File: src/rtl/fcu_pkg.sv
package fcu_pkg;
  typedef enum logic [2:0] {
    OP_ADD   = 3'd0,
    OP_SUB   = 3'd1,
    OP_CMP   = 3'd2,
    OP_LOGIC = 3'd3,
    OP_TST   = 3'd4,
    OP_TEQ   = 3'd5,
    OP_MOV   = 3'd6,
    OP_RSVD  = 3'd7
  } op_class_e;

  typedef struct packed {
    logic n;
    logic z;
    logic c;
    logic v;
    logic q;
  } flags_t;

  localparam int FLAG_CNT = 5;
endpackage

File: src/rtl/fcu_flag_next.sv
module fcu_flag_next
  import fcu_pkg::*;
#(
  parameter int DATA_W = 32
) (
  input  flags_t              cur,
  input  logic                op_valid,
  input  logic [2:0]          op_class,
  input  logic                set_flags,
  input  logic [DATA_W-1:0]   result,
  input  logic                add_cout,
  input  logic                add_ovf,
  input  logic                shf_used,
  input  logic                shf_cout,
  input  logic                sat_hit,
  output flags_t              nxt
);
  op_class_e cls;
  logic      forced;
  logic      apply;

  always_comb begin
    cls    = op_class_e'(op_class);
    forced = (cls == OP_CMP) || (cls == OP_TST) || (cls == OP_TEQ);
    apply  = op_valid && (set_flags || forced) && (cls != OP_RSVD);
    nxt    = cur;
    if (apply) begin
      nxt.n = result[DATA_W-1];
      nxt.z = (result == '0);
      unique case (cls)
        OP_ADD: begin
          nxt.c = add_cout;
          nxt.v = add_ovf;
        end
        OP_SUB, OP_CMP: begin
          nxt.c = ~add_cout;
          nxt.v = add_ovf;
        end
        default: begin
          if (shf_used) nxt.c = shf_cout;
        end
      endcase
    end
    if (op_valid && sat_hit) nxt.q = 1'b1;
  end
endmodule

File: src/rtl/fcu_status_reg.sv
module fcu_status_reg
  import fcu_pkg::*;
(
  input  logic   clk,
  input  logic   rst,
  input  logic   wr_en,
  input  flags_t wr_flags,
  input  flags_t nxt,
  output flags_t cur
);
  always_ff @(posedge clk) begin
    if (rst)        cur <= '0;
    else if (wr_en) cur <= wr_flags;
    else            cur <= nxt;
  end
endmodule

File: src/rtl/fcu_cond_eval.sv
module fcu_cond_eval
  import fcu_pkg::*;
#(
  parameter int CODE_W = 4
) (
  input  flags_t            flg,
  input  logic [CODE_W-1:0] code,
  output logic              pass
);
  logic nv_eq;

  always_comb begin
    nv_eq = (flg.n == flg.v);
    unique case (code)
      4'd0:    pass = flg.z;
      4'd1:    pass = ~flg.z;
      4'd2:    pass = flg.c;
      4'd3:    pass = ~flg.c;
      4'd4:    pass = flg.n;
      4'd5:    pass = ~flg.n;
      4'd6:    pass = flg.v;
      4'd7:    pass = ~flg.v;
      4'd8:    pass = flg.c & ~flg.z;
      4'd9:    pass = ~flg.c | flg.z;
      4'd10:   pass = nv_eq;
      4'd11:   pass = ~nv_eq;
      4'd12:   pass = ~flg.z & nv_eq;
      4'd13:   pass = flg.z | ~nv_eq;
      default: pass = 1'b1;
    endcase
  end
endmodule

File: src/rtl/flag_cond_unit.sv
module flag_cond_unit
  import fcu_pkg::*;
#(
  parameter int DATA_W = 32,
  parameter int CODE_W = 4
) (
  input  logic              clk,
  input  logic              rst,
  input  logic              op_valid,
  input  logic [2:0]        op_class,
  input  logic              set_flags,
  input  logic [DATA_W-1:0] result,
  input  logic              add_cout,
  input  logic              add_ovf,
  input  logic              shf_used,
  input  logic              shf_cout,
  input  logic              sat_hit,
  input  logic              stat_wr,
  input  logic [DATA_W-1:0] stat_wr_data,
  input  logic [CODE_W-1:0] cond_code,
  output logic [DATA_W-1:0] status_word,
  output logic              cond_pass
);
  localparam int FLAG_LO = DATA_W - FLAG_CNT;

  flags_t cur_flags;
  flags_t nxt_flags;
  flags_t wr_flags;
  logic   pass_c;

  assign wr_flags = flags_t'(stat_wr_data[DATA_W-1:FLAG_LO]);

  fcu_flag_next #(.DATA_W(DATA_W)) next_i (
    .cur(cur_flags), .op_valid(op_valid), .op_class(op_class),
    .set_flags(set_flags), .result(result), .add_cout(add_cout),
    .add_ovf(add_ovf), .shf_used(shf_used), .shf_cout(shf_cout),
    .sat_hit(sat_hit), .nxt(nxt_flags)
  );

  fcu_status_reg reg_i (
    .clk(clk), .rst(rst), .wr_en(stat_wr), .wr_flags(wr_flags),
    .nxt(nxt_flags), .cur(cur_flags)
  );

  fcu_cond_eval #(.CODE_W(CODE_W)) eval_i (
    .flg(cur_flags), .code(cond_code), .pass(pass_c)
  );

  always_ff @(posedge clk) begin
    if (rst) cond_pass <= 1'b0;
    else     cond_pass <= pass_c;
  end

  assign status_word = {cur_flags, {FLAG_LO{1'b0}}};
endmodule

File: config.mk
export PLATFORM = sky130hd
export DESIGN_NAME = flag_cond_unit
export DESIGN_NICKNAME = d
export VERILOG_FILES = /design/src/rtl/fcu_pkg.sv /design/src/rtl/fcu_flag_next.sv /design/src/rtl/fcu_status_reg.sv /design/src/rtl/fcu_cond_eval.sv /design/src/rtl/flag_cond_unit.sv
export SDC_FILE = /design/constraint.sdc
export NUM_CORES = 1
export LEC_CHECK = 0
export ABC_AREA = 1
export BUFFER_PORTS_ARGS = -buffer_cell sky130_fd_sc_hd__buf_2
export CAP_MARGIN = 20
export CORE_MARGIN = 1
export CORE_UTILIZATION = 29
export CTS_BUF_LIST = sky130_fd_sc_hd__clkbuf_4
export DETAILED_ROUTE_END_ITERATION = 8
export PLACE_DENSITY_LB_ADDON = 0.15
export SYNTH_ARGS = -nofsm -noshare
export SYNTH_HDL_FRONTEND = slang
export SYNTH_SLANG_ARGS = --single-unit
File: constraint.sdc
create_clock -name clk -period 1.04 [get_ports clk]
set_clock_uncertainty 0.1 [all_clocks]
set_input_delay 0.052 -clock clk [delete_from_list [all_inputs] [get_ports clk]]
set_output_delay 0.052 -clock clk [all_outputs]
set_load 0.005 [all_outputs]
# After elaboration in Yosys (flattened, before gate mapping)
# Index checks and enable logic that the tools add are counted.
word_totals:
  reg_bits: 6
  inputBits: 81
  output_inout_bits: 33
  elab_cells: 59
classes:
  eq_ne: 19
  muxes: 7
  bitwise_logic: 10
  reduce_logical: 17
op_table:
  columns: ["cell", "n"]
  rows:
  - ["$logic_not A32 Y1", 1]
  - ["$eq A4 B4 Y1 const B", 6]
  - ["$eq A4 B3 Y1 const B", 4]
  - ["$pmux W1 S14", 1]
  - ["$eq A4 B2 Y1 const B", 2]
  - ["$eq A3 B3 Y1 const B", 2]
  - ["$not A1 Y1", 6]
  - ["$reduce_bool A2 Y1", 3]
  - ["$mux W5", 1]
  - ["$eq A4 B1 Y1 const B", 1]
  - ["$logic_not A4 Y1", 1]
  - ["$mux W4", 1]
  - ["$reduce_and A2 Y1", 2]
  - ["$reduce_bool A4 Y1", 1]
  - ["$eq A3 B1 Y1 const B", 1]
  - ["$eq A3 B2 Y1 const B", 1]
  - ["$logic_and A1 B1 Y1", 3]
  - ["$logic_not A3 Y1", 1]
  - ["$logic_or A1 B1 Y1", 3]
  - ["$mux W1", 3]
  - ["$ne A3 B3 Y1 const B", 1]
  - ["$reduce_or A3 Y1", 1]
  - ["$and A1 B1 Y1", 2]
  - ["$or A1 B1 Y1", 2]
  - ["3 further kinds", 3]

# Logic depth before layout (Yosys ltp)
# Gate-level depths: netlist of run 1.
logic_depth:
  ltp_word: 8
  depth_mapped: 9
  mapped_depth_nobuf: 9

# Modules after synthesis
# A second synthesis of run 1 with hierarchy kept.
hier_totals:
  cells_unflattened: 179
  area_unflattened_um2: 922.1
by_module_without_submodules:
  columns: ["mod", "instances", "cells_each", "area_each_um2"]
  rows:
  - ["fcu_flag_next", 1, 66, 271.5]
  - ["flag_cond_unit", 1, 31, 236.5]
  - ["fcu_status_reg", 1, 32, 209.0]
  - ["fcu_cond_eval", 1, 50, 205.2]

# Least setup slack after synthesis of run 1
# OpenSTA, ideal clock, no wires.
synth_timing:
  kind: "register to register"
  startpoint: "register reg_i.cur[4] (netlist name)"
  endpoint: "register cond_pass"
  setup_time_ps: 117
  arrival_time_ps: 901
  setup_slack_ps: -78
  path_stages_with_launch: 8
  synth_period_minus_slack_ps: 1118
  path_cell_list: "dfxtp_1 or2_1 nand3_1 nand2_1 nand2_1 nand2_1 nor2_1 a21oi_1"
synth_via:
  elab_chain_len: 4
  elab_cells_between_ends: 6
  cone_classes: "eq/ne: 1; mux: 1; bitwise: 4"
synth_lines:
  columns: ["element", "line", "rtl"]
  rows:
  - ["$eq A1 B1 Y1", "fcu_cond_eval.sv:13", "nv_eq = (flg.n == flg.v);"]
  - ["$not A1 Y1", "fcu_cond_eval.sv:26, fcu_cond_eval.sv:28", null]
  - ["$or A1 B1 Y1", "fcu_cond_eval.sv:28", "4'd13: pass = flg.z | ~nv_eq;"]
  - ["$pmux W1 S14 (*)", "fcu_cond_eval.sv:14", "unique case (code)"]
  - ["end signal, assigned", "flag_cond_unit.sv:51", "else cond_pass <= pass_c;"]
  - ["end, declared", "flag_cond_unit.sv:22", "output logic cond_pass"]
# Every way passes the cells marked *; elsewhere a longest branch is shown, timed or not.
# A chain may end at the register's enable or synchronous reset.

# Worst setup path after layout of run 1
layout_timing:
  startpoint: "register reg_i.cur[1] (netlist name)"
  endpoint: "register cond_pass"
layout_via:
  elab_chain_len: 4
  elab_cells_between_ends: 6
  cone_classes: "eq/ne: 1; mux: 1; bitwise: 4"
layout_lines:
  columns: ["element", "line"]
  rows:
  - ["$eq A1 B1 Y1", "fcu_cond_eval.sv:13"]
  - ["$not A1 Y1", "fcu_cond_eval.sv:26, fcu_cond_eval.sv:28"]
  - ["$or A1 B1 Y1", "fcu_cond_eval.sv:28"]
  - ["$pmux W1 S14 (*)", "fcu_cond_eval.sv:14"]
# Marks and branches as above.

==> impl_metrics.json, run 1 <==
{
  "layout.cells.non_filler": 253,
  "violations": "design-rule violations, negative setup slack",
  "fmax_mhz": 865,
  "drive_above_1_share_pct": 36.5,
  "power.density_nw_per_um2": 700,
  "antenna_found_initial": 0,
  "syn_to_final_growth_pct": 37.5,
  "hpwl_um": 1760,
  "clock_latency_ns": 0.24,
  "startpoint_type": "flop",
  "path_clk_slew_ns": 0.05,
  "die_w_um": 56.9,
  "drc": 7,
  "wl_per_cell_um": 7.76,
  "synthTopCellsByArea": "buf_4 (23%), nand2_1 (15%), dfxtp_1 (14%)",
  "n_fill_cell": 324,
  "setup_viol": 1,
  "via_count": 1035,
  "place_congestion": 0.798,
  "final_hold_viol_count": 0,
  "timing.hold.ws_ns": 0.000131,
  "finalCriticalPeriod_ns": 1.16,
  "pre_cts_ws_ns": -0.129,
  "fin_util_pct": 42.8,
  "core_area_sq_um": 2810,
  "peakVddDrop_v": 0.000218,
  "cp.required_ns": 1.07,
  "worstSetupEndpointType": "flop",
  "h-tree-depth": 1,
  "slew_violations": 0,
  "min_to": "reg_i.cur[0]",
  "ioPinCount": 114,
  "maxCapViolations": 0,
  "rsz0062_at_grt": "yes",
  "finalCritPeriodShare_pct": 111,
  "rrSetupSlack_ns": -0.12,
  "yosys.area.top_type_share_pct": 23.2,
  "io_buffers": 59,
  "die_h_um": 56.9,
  "cts_tree": "built",
  "crit_path_max_fanout": 4,
  "whs_path_depth": 3,
  "syn_inst": 154,
  "multi_input_area_sq_um": 599,
  "ant_nets": 0,
  "fin_nets": 305,
  "clk_path_buf_depth": 2,
  "reg2reg_depth": 7,
  "clock-sinks": 6,
  "syn_avg_cell_area_sq_um": 5.67,
  "synth_area_sq_um": 873,
  "power_leakage_nw": 0.703,
  "grt_max_degree": 9,
  "worst-setup-path-type": "reg -> reg",
  "grt_pass1_wl_um": 3180,
  "grtUsageTotal_pct": 12.8,
  "rows": 19,
  "status": "complete, but fails checks",
  "register_area_sq_um": 123,
  "ys_seq_area_share_pct": 13.8,
  "dieArea_sq_um": 3230,
  "ys_ff_latch": 6,
  "regToRegStartpoint": "reg_i.cur[1]",
  "cp_data_arrival_time_ns": 1.19,
  "first_pass_iters": 6,
  "n_antenna_cell": 0,
  "wl_um": 1960,
  "dpl.cell_count": 246,
  "r2r_end": "cond_pass",
  "grt_pass1_vias": 838,
  "drt_iter0_drc": 13,
  "netlist.top_cell.by_area": "buf_4",
  "finalWorstSetupSlack_ns": -0.115,
  "via_per_inst": 4.09,
  "cts_root_buffer": "clkbuf_4",
  "yosysWarningCount": 0,
  "gr-total-overflow": 0,
  "min_from": "stat_wr_data[27]",
  "hp-class": "in -> reg",
  "start_util_pct": 31.1,
  "cts-buffers-inserted": 3,
  "cts_setup_buffers": 0,
  "synth_cell_type_count": 22
}
final cells by class:
type                    count  area share (%)
clock buffers               3            1.88
inverters                  14            4.38
multi-input cells         132            49.9
flip-flops and latches      6            10.2
well taps                  31            3.23
repair buffers             67            30.4
layer usage:
metal | up-vias | wire length, um | GRT usage (%)
li1 | 567 | - | -
met1 | 409 | 892 | 15.5
met2 | 57 | 869 | 20.7
met3 | 2 | 173 | 3.00
met4 | 0 | 27 | 7.32
met5 | - | 0 | 0
what timing repair did:
item / in CTS / in global routing
setup endpoints to repair: 1 / 1
hold buffers: 4 / 0
resized for setup: 2 / 2
hold endpoints to repair: 4 / 0
cloned: 0 / 0
registers in the layout, indices dropped and copies added (netlist names):
| register | flops |
|---|---|
| cond_pass | 1 |
| reg_i.cur | 5 |
synthesized netlist by cell type, drive strengths merged:
master and number:
a21oi 7, a31oi 1, buf 28, clkinv 1, conb 1, dfxtp 6, inv 13, mux2i 1
nand2 38, nand3 16, nand3b 1, nand4 3, nor2 32, o21ai 2, o21bai 1, or2 3
cells by family (layout without fill, tap and decap cells):
| family | Yosys count | count (layout) | share of synthesized area, % |
|---|---|---|---|
| and+or+nand+nor | 93 | 93 | 47.3 |
| buffers and inverters | 42 | 84 | 29.8 |
| AOI/OAI and AO/OA | 11 | 11 | 7.59 |
| DFF | 6 | 6 | 13.8 |
| other | 1 | 27 | 0.429 |
| muxes | 1 | 1 | 1.15 |
through the flow:
step | TNS (ns) | power (mW) | instance area (sq um)
after global routing | -0.182 | 0.938 | 1200
after floorplan | -0.0777 | 0.520 | 971
final | -0.115 | 0.841 | 1200
after CTS | -0.129 | 0.856 | 1190
after detailed placement | -0.129 | 0.617 | 1130
after global placement | -0.0933 | 0.618 | 1130
report_power, final:
| group | switching (mW) | internal (mW) | total [mW] |
|---|---|---|---|
| clock network | 0.0829 | 0.130 | 0.213 |
| registers | 0.0136 | 0.252 | 0.265 |
| logic | 0.185 | 0.177 | 0.362 |
worst max-delay path by stage:
| stage | start | endpoint | slack [ns] | cells after the start |
|---|---|---|---|---|
| after floorplan | reg_i.cur[1] | cond_pass | -0.08 | 7 |
| after global placement | reg_i.cur[1] | cond_pass | -0.09 | 7 |
| after detailed placement | reg_i.cur[4] | cond_pass | -0.13 | 7 |
| after CTS | reg_i.cur[1] | cond_pass | -0.13 | 7 |
| after global routing | reg_i.cur[4] | cond_pass | -0.18 | 7 |
| final | reg_i.cur[1] | cond_pass | -0.12 | 7 |
critical path, stage by stage (launching register included):
cell and delay (ns):
dfxtp_2 0.32, or2_1 0.25, nand3_2 0.07, nand2_1 0.05, nand2_1 0.05, nand2_1 0.04
nor2_1 0.09, a21oi_1 0.07
cells in the final DEF, fill, tap and decap left out, types with 9 or more instances in the layout:
| master | n |
|---|---|
| nand2_1 | 34 |
| buf_2 | 59 |
| nand3_1 | 14 |
| nor2_1 | 32 |
| inv_1 | 9 |
| conb_1 | 27 |
(Power assumes the default switching activity.)
==> run 2: changes to the inputs <==
--- a/config.mk
+++ b/config.mk
@@ -6,12 +6,13 @@
 export NUM_CORES = 1
 export LEC_CHECK = 0
 export ABC_AREA = 1
-export BUFFER_PORTS_ARGS = -buffer_cell sky130_fd_sc_hd__buf_2
+export BUFFER_PORTS_ARGS = -buffer_cell sky130_fd_sc_hd__clkbuf_2
 export CAP_MARGIN = 20
 export CORE_MARGIN = 1
 export CORE_UTILIZATION = 29
 export CTS_BUF_LIST = sky130_fd_sc_hd__clkbuf_4
 export DETAILED_ROUTE_END_ITERATION = 8
+export GPL_TIMING_DRIVEN = 1
 export PLACE_DENSITY_LB_ADDON = 0.15
 export SYNTH_ARGS = -nofsm -noshare
 export SYNTH_HDL_FRONTEND = slang
==> run 2 against run 1 <==
  * The flow still finishes with violations (design-rule violations, negative setup slack)
  * Via count is 1.9% higher
  * Critical path depth stayed put
  * Cell area is 1.9% higher
  * Power is 1.2% higher
  * Clock power hardly changed
  * Core utilization is 0.80 points higher
  * Die area stayed put
  * Critical path type unchanged
  * Largest power group unchanged
==> impl_metrics.json, run 2 (synthesis results as in run 1) <==
{
  "status": "complete, but fails checks",
  "violations": "design-rule violations, negative setup slack",
  "n_antenna_cell": 0,
  "n_fill_cell": 322,
  "grtUsageTotal_pct": 13.4,
  "grt_max_degree": 9,
  "cts-buffers-inserted": 3,
  "grt_pass1_vias": 881,
  "fin_util_pct": 43.6,
  "slew_violations": 0,
  "cts_root_buffer": "clkbuf_4",
  "pre_cts_ws_ns": -0.122,
  "drive_above_1_share_pct": 36.0,
  "start_util_pct": 31.1,
  "register_area_sq_um": 123,
  "worst-setup-path-type": "reg -> reg",
  "clock_latency_ns": 0.24,
  "core_area_sq_um": 2810,
  "rows": 19,
  "slowest_stage": "dfxtp_2",
  "worstSetupEndpointType": "flop",
  "cts_tree": "built",
  "finalWorstSetupSlack_ns": -0.114,
  "cts_setup_buffers": 0,
  "die_w_um": 56.9,
  "rsz0062_at_grt": "yes",
  "fin_nets": 308,
  "layout.cells.most_common_list": "clkbuf_2 (59), nand2_1 (34), nor2_1 (32), conb_1 (27), nand3_1 (15)",
  "clock-sinks": 6,
  "hpwl_um": 1760,
  "syn_to_final_growth_pct": 40.1,
  "largest_reg_flops": 5,
  "crit_top_cell": "nand2_1",
  "die_h_um": 56.9,
  "maxCapViolations": 0,
  "crit_path_max_fanout": 4,
  "grt_pass1_wl_um": 3370,
  "ant_nets": 0,
  "largestRegisters": "reg_i.cur (5), cond_pass (1)",
  "gr-total-overflow": 0,
  "cp_data_arrival_time_ns": 1.18,
  "via_per_inst": 4.12,
  "io_buffers": 59,
  "crit_chain": "or2_1 -> nand3_1 -> nand2_1 -> nand2_1 -> nand2_1 -> nor2_1 -> a21oi_1",
  "timing.hold.ws_ns": 0.0199,
  "wl_per_cell_um": 7.82,
  "hp-class": "in -> reg",
  "final_hold_viol_count": 0,
  "clk_path_buf_depth": 2,
  "cp.required_ns": 1.07,
  "setup_viol": 1,
  "startpoint_type": "flop",
  "place_area_sq_um": 1130,
  "peakVddDrop_v": 0.000219,
  "power_leakage_nw": 0.725,
  "path_delay_family": "simple AND/OR/NAND/NOR gates",
  "finalCriticalPeriod_ns": 1.15,
  "dieArea_sq_um": 3230,
  "h-tree-depth": 1,
  "top_register": "reg_i.cur",
  "power.density_nw_per_um2": 696,
  "first_pass_iters": 6,
  "wl_um": 2000,
  "ioPinCount": 114,
  "finalCritPeriodShare_pct": 111,
  "drc": 7,
  "drt_iter0_drc": 28,
  "worst-path-buf-inv": 0,
  "fmax_mhz": 867,
  "final_common_cell": "clkbuf_2",
  "critPathMaxStageDelay_ns": 0.32,
  "stdcell_area_sq_um": 1220,
  "antenna_found_initial": 0,
  "multi_input_area_sq_um": 594,
  "path_clk_slew_ns": 0.05,
  "via_count": 1055,
  "place_congestion": 0.760
}
-- run 2: changes by cell type in the layout (fill, tap and decap cells not counted), sizes merged --
cell	delta
clkbuf	+59
buf	-58
dlygate4sd3	+2
-- run 2: path summary, 6_finish.rpt --
path	start	end	slack, ns	depth (start not counted)
min reg2reg	reg_i.cur[0]	reg_i.cur[0]	0.42	2
max	reg_i.cur[1]	cond_pass	-0.11	7
max reg2reg	reg_i.cur[1]	cond_pass	-0.11	7
min	stat_wr_data[30]	reg_i.cur[3]	0.02	5
-- run 2: worst min-delay path, stage by stage --
cell and delay, ns:
clkbuf_2 0.08, nand2_1 0.04, nand2_1 0.04, inv_1 0.05
a21oi_2 0.04
-- run 2: report_power, final --
group	total (mW)	switching (mW)	internal [mW]
registers	0.266	0.0145	0.252
logic	0.370	0.186	0.184
clock network	0.215	0.0848	0.131
total	0.852	0.285	0.567
-- run 2: repair_timing --
item	in CTS	in global routing
cloned	0	0
endpoints found under the setup margin	1	1
pin swaps	0	1
gates resized for setup	2	1
hold endpoints to repair	4	0
hold buffers	6	0
-- run 2: cell type report --
cell class,count,share of cell area (%)
multi-input combinational,132,48.6
timing repair buffer,70,32.1
sequential,6,10.0
inverter,14,4.29
tap,31,3.17
clock buffer,3,1.84
-- run 2: stage by stage --
stage               std cells  TNS, ns  power, mW
floorplan                 180  -0.0777      0.520
global placement          247  -0.0928      0.622
detailed placement        247   -0.122      0.620
CTS                       256   -0.118      0.869
global route              256   -0.186      0.949
finish                    256   -0.114      0.852
-- run 2: routing by layer --
layer | GRT usage (%) | wire length, um | vias up
met2 | 23.5 | 894 | 57
met1 | 15.3 | 895 | 420
li1 | - | - | 576
met3 | 3.23 | 193 | 2
met5 | 0 | 0 | -
met4 | 6.27 | 19 | 0
==> run 3: changes to the inputs <==
--- a/config.mk
+++ b/config.mk
@@ -8,12 +8,14 @@
 export ABC_AREA = 1
 export BUFFER_PORTS_ARGS = -buffer_cell sky130_fd_sc_hd__clkbuf_2
 export CAP_MARGIN = 20
+export CELL_PAD_IN_SITES_DETAIL_PLACEMENT = 1
+export CELL_PAD_IN_SITES_GLOBAL_PLACEMENT = 1
 export CORE_MARGIN = 1
-export CORE_UTILIZATION = 29
+export CORE_UTILIZATION = 16
 export CTS_BUF_LIST = sky130_fd_sc_hd__clkbuf_4
 export DETAILED_ROUTE_END_ITERATION = 8
 export GPL_TIMING_DRIVEN = 1
-export PLACE_DENSITY_LB_ADDON = 0.15
+export PLACE_DENSITY = 0.87
 export SYNTH_ARGS = -nofsm -noshare
 export SYNTH_HDL_FRONTEND = slang
 export SYNTH_SLANG_ARGS = --single-unit
==> run 3 against run 2 <==
  * The flow finishes with violations (negative setup slack)
  * Highest routed layer unchanged
  * Core utilization down 18 points
  * Setup slack got worse by 0.012 ns
  * Power up 5.5%
  * Die area up 78%
  * Cell count increased by 17%
  * Clock power grew 4%
  * Global-route usage decreased by 2.5 points
  * Fmax down 1.0%
  * Wire length rose by 38%
==> impl_metrics.json, run 3 (synthesis results as in run 1) <==
{
  "antenna_found_initial": 0,
  "worst-path-buf-inv": 0,
  "ant_nets": 0,
  "startpoint_type": "flop",
  "hpwl_um": 2440,
  "cp.depth": 7,
  "die_w_um": 75.9,
  "largestRegisters": "reg_i.cur (5), cond_pass (1)",
  "finalCriticalPeriod_ns": 1.17,
  "clk_path_buf_depth": 2,
  "syn_to_final_growth_pct": 51.1,
  "place_congestion": 0.750,
  "layout.cells.most_common_list": "clkbuf_2 (58), nand2_1 (34), nor2_1 (32), conb_1 (27), nand3_1 (14)",
  "slew_violations": 0,
  "finalWorstSetupSlack_ns": -0.125,
  "critPathMaxStageDelay_ns": 0.33,
  "clock_latency_ns": 0.24,
  "start_util_pct": 16.9,
  "cp_data_arrival_time_ns": 1.20,
  "grt_max_degree": 8,
  "cts_tree": "built",
  "worstSetupEndpointType": "flop",
  "dieArea_sq_um": 5760,
  "dr_wl_met2_um": 1450,
  "violations": "negative setup slack",
  "pre_cts_ws_ns": -0.163,
  "n_fill_cell": 690,
  "io_buffers": 59,
  "first_pass_iters": 3,
  "drc": 0,
  "crit_path_max_fanout": 4,
  "stdcell_area_sq_um": 1320,
  "finalCritPeriodShare_pct": 112,
  "worst-setup-path-type": "reg -> reg",
  "path_clk_slew_ns": 0.05,
  "maxCapViolations": 0,
  "rows": 26,
  "fin_nets": 313,
  "fmax_mhz": 858,
  "cts_root_buffer": "clkbuf_4",
  "status": "complete, but fails checks",
  "routed-wl-met3_um": 200,
  "via_per_inst": 3.92,
  "crit_top_cell": "nand2_1",
  "peakVddDrop_v": 0.000196,
  "path_delay_family": "simple AND/OR/NAND/NOR gates",
  "setup_viol": 2,
  "die_h_um": 75.9,
  "final_common_cell": "clkbuf_2",
  "drt_iter0_drc": 20,
  "largest_reg_flops": 5,
  "whs_path_depth": 5,
  "via_count": 1176,
  "top_register": "reg_i.cur",
  "gr-total-overflow": 0,
  "wl_um": 2760,
  "clock-sinks": 6,
  "layout.cells.non_filler": 300,
  "cts-buffers-inserted": 3,
  "grt_pass1_wl_um": 4810,
  "place_area_sq_um": 1210,
  "drt-met1-wl_um": 1050,
  "ioPinCount": 114,
  "reg2reg_depth": 7,
  "hp-class": "in -> reg",
  "grtUsageTotal_pct": 10.9,
  "power_leakage_nw": 0.754,
  "power.density_nw_per_um2": 681,
  "grt_pass1_vias": 1186,
  "cp.required_ns": 1.07,
  "final_hold_viol_count": 0,
  "slowest_stage": "dfxtp_2",
  "n_antenna_cell": 0,
  "h-tree-depth": 1,
  "dpl.cell_count": 290,
  "wl_per_cell_um": 9.21,
  "highest-signal-layer": "met4",
  "crit_chain": "or2_1 -> nand3_2 -> nand2_1 -> nand2_1 -> nand2_1 -> nor2_1 -> a21oi_1",
  "drive_above_1_share_pct": 38.7,
  "rsz0062_at_grt": "yes",
  "fin_util_pct": 25.5,
  "core_area_sq_um": 5170
}
==> run 3: path summary, 6_finish.rpt <==
| check | from | end | slack (ns) |
|---|---|---|---|
| hold / removal | stat_wr_data[30] | reg_i.cur[3] | 0.02 |
| setup reg to reg | reg_i.cur[4] | cond_pass | -0.13 |
| setup / recovery | reg_i.cur[4] | cond_pass | -0.13 |
| hold reg to reg | reg_i.cur[0] | reg_i.cur[0] | 0.41 |
==> run 3: area by class of cell <==
| class | count | area (sq um) | share of cell area [%] |
|---|---|---|---|
| flip-flops and latches | 6 | 124 | 9.38 |
| multi-input cells | 132 | 599 | 45.4 |
| well taps | 70 | 87.6 | 6.64 |
| clock buffers | 3 | 22.5 | 1.71 |
| repair buffers | 75 | 434 | 32.9 |
| inverters | 14 | 52.6 | 3.98 |
==> run 3: report_power, final <==
group,internal [mW],switching [mW]
registers,0.252,0.0158
clock network,0.131,0.0918
logic,0.204,0.204
==> run 3: routing by layer <==
layer	vias up	global-route usage, %
met5	-	0
li1	583	-
met4	0	4.94
met2	63	21.7
met3	6	1.72
met1	524	10.8
==> run 3: metrics by stage <==
stage          setup TNS [ns]  total power [mW]  hold WS (ns)
4_1_cts                -0.163             0.894        0.0255
3_3_place_gp           -0.110             0.638         0.174
2_1_floorplan         -0.0777             0.520        0.0144
6_report               -0.166             0.899        0.0216
5_1_grt                -0.300             0.989        0.0552
3_5_place_dp           -0.169             0.650         0.178
==> run 3: tightest hold or removal path, stage by stage <==
cell,delay (ns)
clkbuf_2,0.08
nand2_1,0.04
nand2_1,0.05
inv_1,0.06
a21oi_2,0.04
==> run 3: what timing repair did <==
item | in CTS | in global routing
hold endpoints to repair | 4 | 0
setup buffers | 1 | 1
hold buffers | 5 | 0
pin swaps | 1 | 0
gates resized for setup | 3 | 3
setup endpoints to repair | 1 | 4
